==> src/rtl/xw_pkg.sv <==
package xw_pkg;
  localparam int VA_W      = 48;
  localparam int ENT_W     = 64;
  localparam int LVLS      = 3;
  localparam int LVL_W     = 2;
  localparam int ENT_SH    = 3;   // log2 of entry size in bytes
  localparam int LEAF_PTR_LO = 8; // leaf pointer alignment (256 B)

  // index field position per level (0 = leaf, LVLS-1 = top)
  function automatic int idx_lo(input int l);
    case (l)
      0:       return 16;
      1:       return 24;
      default: return 36;
    endcase
  endfunction

  function automatic int idx_w(input int l);
    return (l == 0) ? 8 : 12;
  endfunction

  // alignment shift of the table that lives at level l
  function automatic int tbl_sh(input int l);
    return (l == 0) ? 13 : 15;
  endfunction

  typedef struct packed {
    logic [5:0] fmt;
    logic       ycr;
    logic [2:0] depth;
    logic [1:0] tile;
    logic       lossy;
    logic [1:0] comp;
  } leaf_attr_t;

  typedef enum logic [1:0] {
    ST_IDLE  = 2'd0,
    ST_ISSUE = 2'd1,
    ST_WAIT  = 2'd2,
    ST_DONE  = 2'd3
  } walk_st_t;
endpackage

==> src/rtl/xw_base_reg.sv <==
module xw_base_reg
  import xw_pkg::*;
#(
  parameter int               CFG_AW = 16,
  parameter logic [CFG_AW-1:0] LO_OFS = 16'h4200
) (
  input  logic              clk,
  input  logic              rst_n,
  input  logic              wr_en,
  input  logic [CFG_AW-1:0] wr_addr,
  input  logic [31:0]       wr_data,
  output logic [VA_W-1:0]   base_ptr
);
  localparam int HI_W = VA_W - 32;
  localparam logic [CFG_AW-1:0] HI_OFS = LO_OFS + CFG_AW'(4);

  logic [31:0]     lo_q;
  logic [HI_W-1:0] hi_q;
  logic            lo_en;
  logic            hi_en;
  logic            unused_hi_data;

  assign lo_en = wr_en && (wr_addr == LO_OFS);
  assign hi_en = wr_en && (wr_addr == HI_OFS);
  assign unused_hi_data = ^wr_data[31:HI_W];

  always_ff @(posedge clk or negedge rst_n) begin
    if (!rst_n) begin
      lo_q <= '0;
      hi_q <= '0;
    end else begin
      if (lo_en) lo_q <= wr_data;
      if (hi_en) hi_q <= wr_data[HI_W-1:0];
    end
  end

  assign base_ptr = {hi_q, lo_q};
endmodule

==> src/rtl/xw_fetch_addr.sv <==
module xw_fetch_addr
  import xw_pkg::*;
(
  input  logic [LVL_W-1:0] lvl,
  input  logic [VA_W-1:0]  tbl_ptr,
  input  logic [VA_W-1:0]  va,
  output logic [VA_W-1:0]  fetch_addr
);
  localparam int VA_USED_LO = idx_lo(0);

  logic [VA_W-1:0] cand [LVLS];
  logic            unused_va_lo;

  assign unused_va_lo = ^va[VA_USED_LO-1:0];

  for (genvar g = 0; g < LVLS; g++) begin : g_lvl
    localparam int ILO = idx_lo(g);
    localparam int IW  = idx_w(g);
    localparam int TSH = tbl_sh(g);
    localparam logic [VA_W-1:0] KEEP = {VA_W{1'b1}} << TSH;
    assign cand[g] = (tbl_ptr & KEEP) | (VA_W'(va[ILO +: IW]) << ENT_SH);
  end

  always_comb begin
    fetch_addr = '0;
    for (int l = 0; l < LVLS; l++) begin
      if (lvl == LVL_W'(l)) fetch_addr = cand[l];
    end
  end
endmodule

==> src/rtl/xw_leaf_decode.sv <==
module xw_leaf_decode
  import xw_pkg::*;
(
  input  logic [ENT_W-1:0] entry,
  input  logic [VA_W-1:0]  va,
  output logic [VA_W-1:0]  meta_addr,
  output leaf_attr_t       attr
);
  localparam logic [VA_W-1:0] PTR_KEEP = {VA_W{1'b1}} << LEAF_PTR_LO;

  logic unused_bits;
  assign unused_bits = ^{entry[51:48], entry[7:4], entry[0], va[VA_W-1:16], va[7:0]};

  assign meta_addr  = (entry[VA_W-1:0] & PTR_KEEP) | VA_W'(va[15:8]);
  assign attr.comp  = entry[2:1];
  assign attr.lossy = entry[3];
  assign attr.tile  = entry[53:52];
  assign attr.depth = entry[56:54];
  assign attr.ycr   = entry[57];
  assign attr.fmt   = entry[63:58];
endmodule

==> src/rtl/xw_walk_fsm.sv <==
module xw_walk_fsm
  import xw_pkg::*;
(
  input  logic             clk,
  input  logic             rst_n,
  input  logic             req_valid,
  input  logic [VA_W-1:0]  req_addr,
  input  logic [VA_W-1:0]  base_ptr,
  input  logic             ent_valid,
  input  logic [VA_W-1:0]  ent_ptr,
  output logic             req_ready,
  output logic             rd_req,
  output logic             done,
  output logic [LVL_W-1:0] lvl,
  output logic [VA_W-1:0]  tbl_ptr,
  output logic [VA_W-1:0]  va,
  output logic             res_ld,
  output logic             res_fault
);
  localparam logic [LVL_W-1:0] TOP_LVL = LVL_W'(LVLS - 1);

  walk_st_t         st_q, st_d;
  logic [LVL_W-1:0] lvl_q, lvl_d;
  logic [VA_W-1:0]  tbl_q, tbl_d;
  logic [VA_W-1:0]  va_q, va_d;
  logic             ctx_en;

  always_comb begin
    st_d      = st_q;
    lvl_d     = lvl_q;
    tbl_d     = tbl_q;
    va_d      = va_q;
    res_ld    = 1'b0;
    res_fault = 1'b0;
    unique case (st_q)
      ST_IDLE: begin
        if (req_valid) begin
          st_d  = ST_ISSUE;
          lvl_d = TOP_LVL;
          tbl_d = base_ptr;
          va_d  = req_addr;
        end
      end
      ST_ISSUE: st_d = ST_WAIT;
      ST_WAIT: begin
        if (ent_valid) begin
          if (!ent_ptr[0]) begin
            st_d      = ST_DONE;
            res_ld    = 1'b1;
            res_fault = 1'b1;
          end else if (lvl_q == '0) begin
            st_d   = ST_DONE;
            res_ld = 1'b1;
          end else begin
            st_d  = ST_ISSUE;
            lvl_d = lvl_q - LVL_W'(1);
            tbl_d = ent_ptr;
          end
        end
      end
      ST_DONE: st_d = ST_IDLE;
      default: st_d = ST_IDLE;
    endcase
  end

  assign ctx_en = (st_d == ST_ISSUE) && (st_q != ST_ISSUE);

  always_ff @(posedge clk or negedge rst_n) begin
    if (!rst_n) begin
      st_q  <= ST_IDLE;
      lvl_q <= '0;
    end else begin
      st_q <= st_d;
      if (ctx_en) lvl_q <= lvl_d;
    end
  end

  always_ff @(posedge clk) begin
    if (ctx_en) begin
      tbl_q <= tbl_d;
      va_q  <= va_d;
    end
  end

  assign req_ready = (st_q == ST_IDLE);
  assign rd_req    = (st_q == ST_ISSUE);
  assign done      = (st_q == ST_DONE);
  assign lvl       = lvl_q;
  assign tbl_ptr   = tbl_q;
  assign va        = va_q;
endmodule

==> src/rtl/meta_xlate_walker.sv <==
module meta_xlate_walker
  import xw_pkg::*;
#(
  parameter int               CFG_AW  = 16,
  parameter logic [CFG_AW-1:0] BASE_OFS = 16'h4200
) (
  input  logic              clk,
  input  logic              rst_n,
  input  logic              cfg_wr_en,
  input  logic [CFG_AW-1:0] cfg_wr_addr,
  input  logic [31:0]       cfg_wr_data,
  input  logic              req_valid,
  output logic              req_ready,
  input  logic [VA_W-1:0]   req_addr,
  output logic              mem_rd_req,
  output logic [VA_W-1:0]   mem_rd_addr,
  input  logic              mem_rd_rsp_valid,
  input  logic [ENT_W-1:0]  mem_rd_rsp_data,
  output logic              rsp_valid,
  output logic              rsp_fault,
  output logic [VA_W-1:0]   rsp_meta_addr,
  output logic [1:0]        rsp_comp_mode,
  output logic              rsp_lossy,
  output logic [1:0]        rsp_tile,
  output logic [2:0]        rsp_depth,
  output logic              rsp_ycr,
  output logic [5:0]        rsp_format
);
  logic [VA_W-1:0]  base_ptr;
  logic [LVL_W-1:0] lvl;
  logic [VA_W-1:0]  tbl_ptr;
  logic [VA_W-1:0]  va;
  logic             res_ld;
  logic             res_fault;
  logic [VA_W-1:0]  leaf_meta;
  leaf_attr_t       leaf_attr;

  logic             fault_q;
  logic [VA_W-1:0]  meta_q;
  leaf_attr_t       attr_q;

  xw_base_reg #(.CFG_AW(CFG_AW), .LO_OFS(BASE_OFS)) u_base (
    .clk      (clk),
    .rst_n    (rst_n),
    .wr_en    (cfg_wr_en),
    .wr_addr  (cfg_wr_addr),
    .wr_data  (cfg_wr_data),
    .base_ptr (base_ptr)
  );

  xw_walk_fsm u_fsm (
    .clk       (clk),
    .rst_n     (rst_n),
    .req_valid (req_valid),
    .req_addr  (req_addr),
    .base_ptr  (base_ptr),
    .ent_valid (mem_rd_rsp_valid),
    .ent_ptr   (mem_rd_rsp_data[VA_W-1:0]),
    .req_ready (req_ready),
    .rd_req    (mem_rd_req),
    .done      (rsp_valid),
    .lvl       (lvl),
    .tbl_ptr   (tbl_ptr),
    .va        (va),
    .res_ld    (res_ld),
    .res_fault (res_fault)
  );

  xw_fetch_addr u_fetch (
    .lvl        (lvl),
    .tbl_ptr    (tbl_ptr),
    .va         (va),
    .fetch_addr (mem_rd_addr)
  );

  xw_leaf_decode u_leaf (
    .entry     (mem_rd_rsp_data),
    .va        (va),
    .meta_addr (leaf_meta),
    .attr      (leaf_attr)
  );

  always_ff @(posedge clk or negedge rst_n) begin
    if (!rst_n) begin
      fault_q <= 1'b0;
      meta_q  <= '0;
      attr_q  <= '0;
    end else if (res_ld) begin
      fault_q <= res_fault;
      meta_q  <= res_fault ? '0 : leaf_meta;
      attr_q  <= res_fault ? '0 : leaf_attr;
    end
  end

  assign rsp_fault     = fault_q;
  assign rsp_meta_addr = meta_q;
  assign rsp_comp_mode = attr_q.comp;
  assign rsp_lossy     = attr_q.lossy;
  assign rsp_tile      = attr_q.tile;
  assign rsp_depth     = attr_q.depth;
  assign rsp_ycr       = attr_q.ycr;
  assign rsp_format    = attr_q.fmt;
endmodule

==> config.mk <==
export PLATFORM = sky130hd
export DESIGN_NAME = meta_xlate_walker
export DESIGN_NICKNAME = d
export VERILOG_FILES = /design/src/rtl/xw_pkg.sv /design/src/rtl/xw_base_reg.sv /design/src/rtl/xw_fetch_addr.sv /design/src/rtl/xw_leaf_decode.sv /design/src/rtl/xw_walk_fsm.sv /design/src/rtl/meta_xlate_walker.sv
export SDC_FILE = /design/constraint.sdc
export NUM_CORES = 1
export LEC_CHECK = 0
export ABC_AREA = 1
export BUFFER_PORTS_ARGS = -buffer_cell sky130_fd_sc_hd__buf_2
export CAP_MARGIN = 5
export CORE_MARGIN = 3
export CORE_UTILIZATION = 45
export DETAILED_ROUTE_END_ITERATION = 12
export GPL_TIMING_DRIVEN = 0
export PLACE_DENSITY = 0.84
export SKIP_CTS_REPAIR_TIMING = 1
export SLEW_MARGIN = 20
export SYNTH_ARGS = -nofsm -noshare
export SYNTH_HDL_FRONTEND = slang
export SYNTH_SLANG_ARGS = --single-unit
==> constraint.sdc <==
create_clock -name clk -period 8.63 [get_ports clk]
set_input_delay 1.726 -clock clk [delete_from_list [all_inputs] [get_ports clk]]
set_output_delay 1.726 -clock clk [all_outputs]
set_load 0.05 [all_outputs]
==> results.toml <==
[worst_hold_path]
worstHoldEndpoint = "u_base.hi_q[7]"
min_from = "u_base.hi_q[7]"
hold_depth = 2
hold_path.class = "register to register"

[clocking]
cts_max_level = 4
cts_sinks = 178
root_buffer = "clkbuf_16"
cts_buffer_depth = 2
clkTransAtPathRegs_ps = 70
cts_tree = "yes"
clk_latency_ps = 430
cts_buffers = 17

[detailed_routing]
via_per_inst = 5.03
firstDrtPassIters = 6
totalWireLength_um = 21100
drtAntennaViolNets = 0
first_iter_violations = 434
vias = 6598
drc = 0
wl_per_cell_um = 16.1

[die]
core_region_area_um2 = 16200
initial_utilization_pct = 46.7
dieArea_um2 = 18400
fp.dieH_um = 136
die_w_um = 136
rows = 46
pin_count = 280

[critical_path]
r2r-start = "u_fsm.lvl[0]"
critPathArrivalTime_ps = 2500
worstSetupPathType = "register to primary output"
reg2reg_to = "u_fsm.tbl_ptr[45]"
worstPathRequired_ps = 6900
rrSetupSlack_ps = 6300
reg2regPathDepth = 7
crit_path_end_kind = "primary output"
cp-start-kind = "register"
worstPathMaxFanout = 10

[global_route]
antenna_found_initial = 5
global_route.usage.total_pct = 22.7
grt_start_max_net_pins = 65
grt_pass1_wl_um = 32400
grt_pass1_vias = 6309
grt_remaining_overflow = 0

[synthesis]
syn_area_um2 = 7550
synth_cell_type_count = 26
postSynthAreaPerCell_um2 = 9.49
yosysWarnings = 0
synth-seq-cells = 178
syn_inst = 796
yosysSeqAreaShare_pct = 63.9

[placement]
gp_congestion = 0.813
place_area_um2 = 9200
dp_hpwl_um = 15800
port_buffers = 260

[power_and_ir_drop]
p_per_area_nw_per_um2 = 380
switching_share_pct = 48.4
switchingPower_mw = 1.81
internal_power_mw = 1.92
p_total_mw = 3.73
p_leak_nw = 5.04
peakVddDrop_v = 0.000201
p_seq_share_pct = 32.6
combinationalPowerShare_pct = 46.4
p_clk_share_pct = 21.0

[timing]
skew_ps = 8.71
fin_crit_sh_pct = 49.0
tightest_slew_ps = 789
rsz0062_at_grt = "no"
period_minus_slack_ps = 4230
fmax_mhz = 236
report.final.setup_viol = 0
max-slew-margin-rel_pct = 47.3
final_hold_viol_count = 0
setup_tns_ps = 0
slew_viol_final = 0

[cells_and_area]
finalNetCount = 1247
final-seq-area_um2 = 4830
drive_gt1_share_pct = 30.5
nFillCells = 1370
design_area_um2 = 9810
syn_to_final_growth_pct = 29.8
multi_input_area_um2 = 2300

[status]
status = "finished, final reports clean"

[job]
cap_violations = 0
==> cells by family after synthesis <==
logic type	after synthesis	synth area share, %
AO/OA/AOI/OAI	89	6.53
flip-flops	178	63.9
other	1	0.0496
buffers and inverters	96	5.85
AND/OR/NAND/NOR	429	23.1
adder cells (fa/ha/maj)	3	0.497
==> cell usage in the layout, fill, tap and decap left out, types with 10 or more instances in the layout <==
cell	n
o21ai_0	46
nand2_1	332
o21ai_1	27
nand4_1	35
nor2_1	50
a22oi_1	10
buf_2	270
clkbuf_1	23
inv_1	45
edfxtp_1	75
dfrtp_1	103
clkbuf_16	17
==> synth_stat cells <==
cell type,number,area [um^2]
clkbuf_1,23,86.3
nand4_1,35,219
o21ai_0,46,230
nor3_2,1,10.0
inv_2,2,7.51
nand2_1,332,1250
conb_1,1,3.75
edfxtp_1,75,2250
nor2_2,1,6.26
o21ai_1,27,135
nor2_1,51,191
nand3_4,1,17.5
a22o_1,2,17.5
nand3_1,4,20.0
a22oi_1,10,75.1
buf_2,11,55.1
buf_4,8,60.1
nor2_4,1,11.3
inv_1,46,173
nand2_2,1,6.26
nand3_2,2,20.0
o21ai_2,4,35.0
clkinv_1,1,3.75
ha_1,3,37.5
buf_6,5,56.3
dfrtp_1,103,2580
==> layout make-up <==
cell class | instances | share of cell area (%)
flip-flops and latches | 178 | 49.2
multi-input cells | 524 | 23.4
repair buffers | 262 | 13.9
clock buffers | 17 | 4.34
well taps | 216 | 2.76
plain buffers | 47 | 2.63
inverters | 49 | 1.88
clock inverters | 15 | 1.76
diodes | 3 | 0.0766
==> metrics by stage <==
step / setup slack, ps / std cells / hold WS, ps / util, %
2_1_floorplan: 4650 / 798 / 442 / -
3_3_place_gp: 3990 / 1274 / 454 / 56.5
3_5_place_dp: 4780 / 1276 / 458 / 56.9
4_1_cts: 4320 / 1308 / 476 / 60.6
5_1_grt: 4190 / 1311 / 489 / 60.6
6_report: 4400 / 1311 / 473 / 60.6
==> sequential cells by signal (all words and copies together) (netlist names) <==
register	cells
u_base.hi_q	16
rsp_fault	1
rsp_ycr	1
u_fsm.st_q	2
rsp_meta_addr	48
rsp_tile	2
rsp_format	6
u_fsm.lvl	2
rsp_lossy	1
rsp_comp_mode	2
u_fsm.tbl_ptr	35
u_base.lo_q	19
rsp_depth	3
u_fsm.va	40
==> power groups by stage <==
stage / sequential, mW / clock, mW / combinational (mW)
5_1_grt: 1.24 / 0.831 / 1.84
2_1_floorplan: 1.58 / 0 / 0.900
3_3_place_gp: 1.23 / 0 / 1.70
6_report: 1.22 / 0.781 / 1.73
4_1_cts: 1.21 / 0.795 / 1.74
3_5_place_dp: 1.23 / 0 / 1.74
==> routing by layer <==
| metal | part of all wire, % | global-route usage, % | vias to the layer above |
|---|---|---|---|
| met5 | 0.11 | 0 | - |
| met4 | 3.6 | 10.5 | 4 |
| met3 | 7.0 | 5.27 | 64 |
| met2 | 49 | 37.5 | 284 |
| met1 | 40 | 28.6 | 3090 |
| li1 | - | - | 3156 |
==> worst max path at each step <==
stage                            to  cells past startpoint          from  slack (ps)
floorplan           mem_rd_addr[10]                      6  u_fsm.lvl[0]        4650
global placement       u_fsm.va[36]                      3     req_valid        3990
detailed placement  mem_rd_addr[16]                      6  u_fsm.lvl[0]        4780
CTS                 mem_rd_addr[16]                      6  u_fsm.lvl[0]        4320
global route        mem_rd_addr[35]                      6  u_fsm.lvl[0]        4190
finish              mem_rd_addr[15]                      6  u_fsm.lvl[0]        4400
==> critical path, stage by stage, from the launching register on <==
cell and delay [ps]:
dfrtp_1 390, inv_1 80, ha_1 280, nor3_2 510, clkbuf_1 460, nor2_1 130
buf_2 240
(Power assumes the default switching activity.)
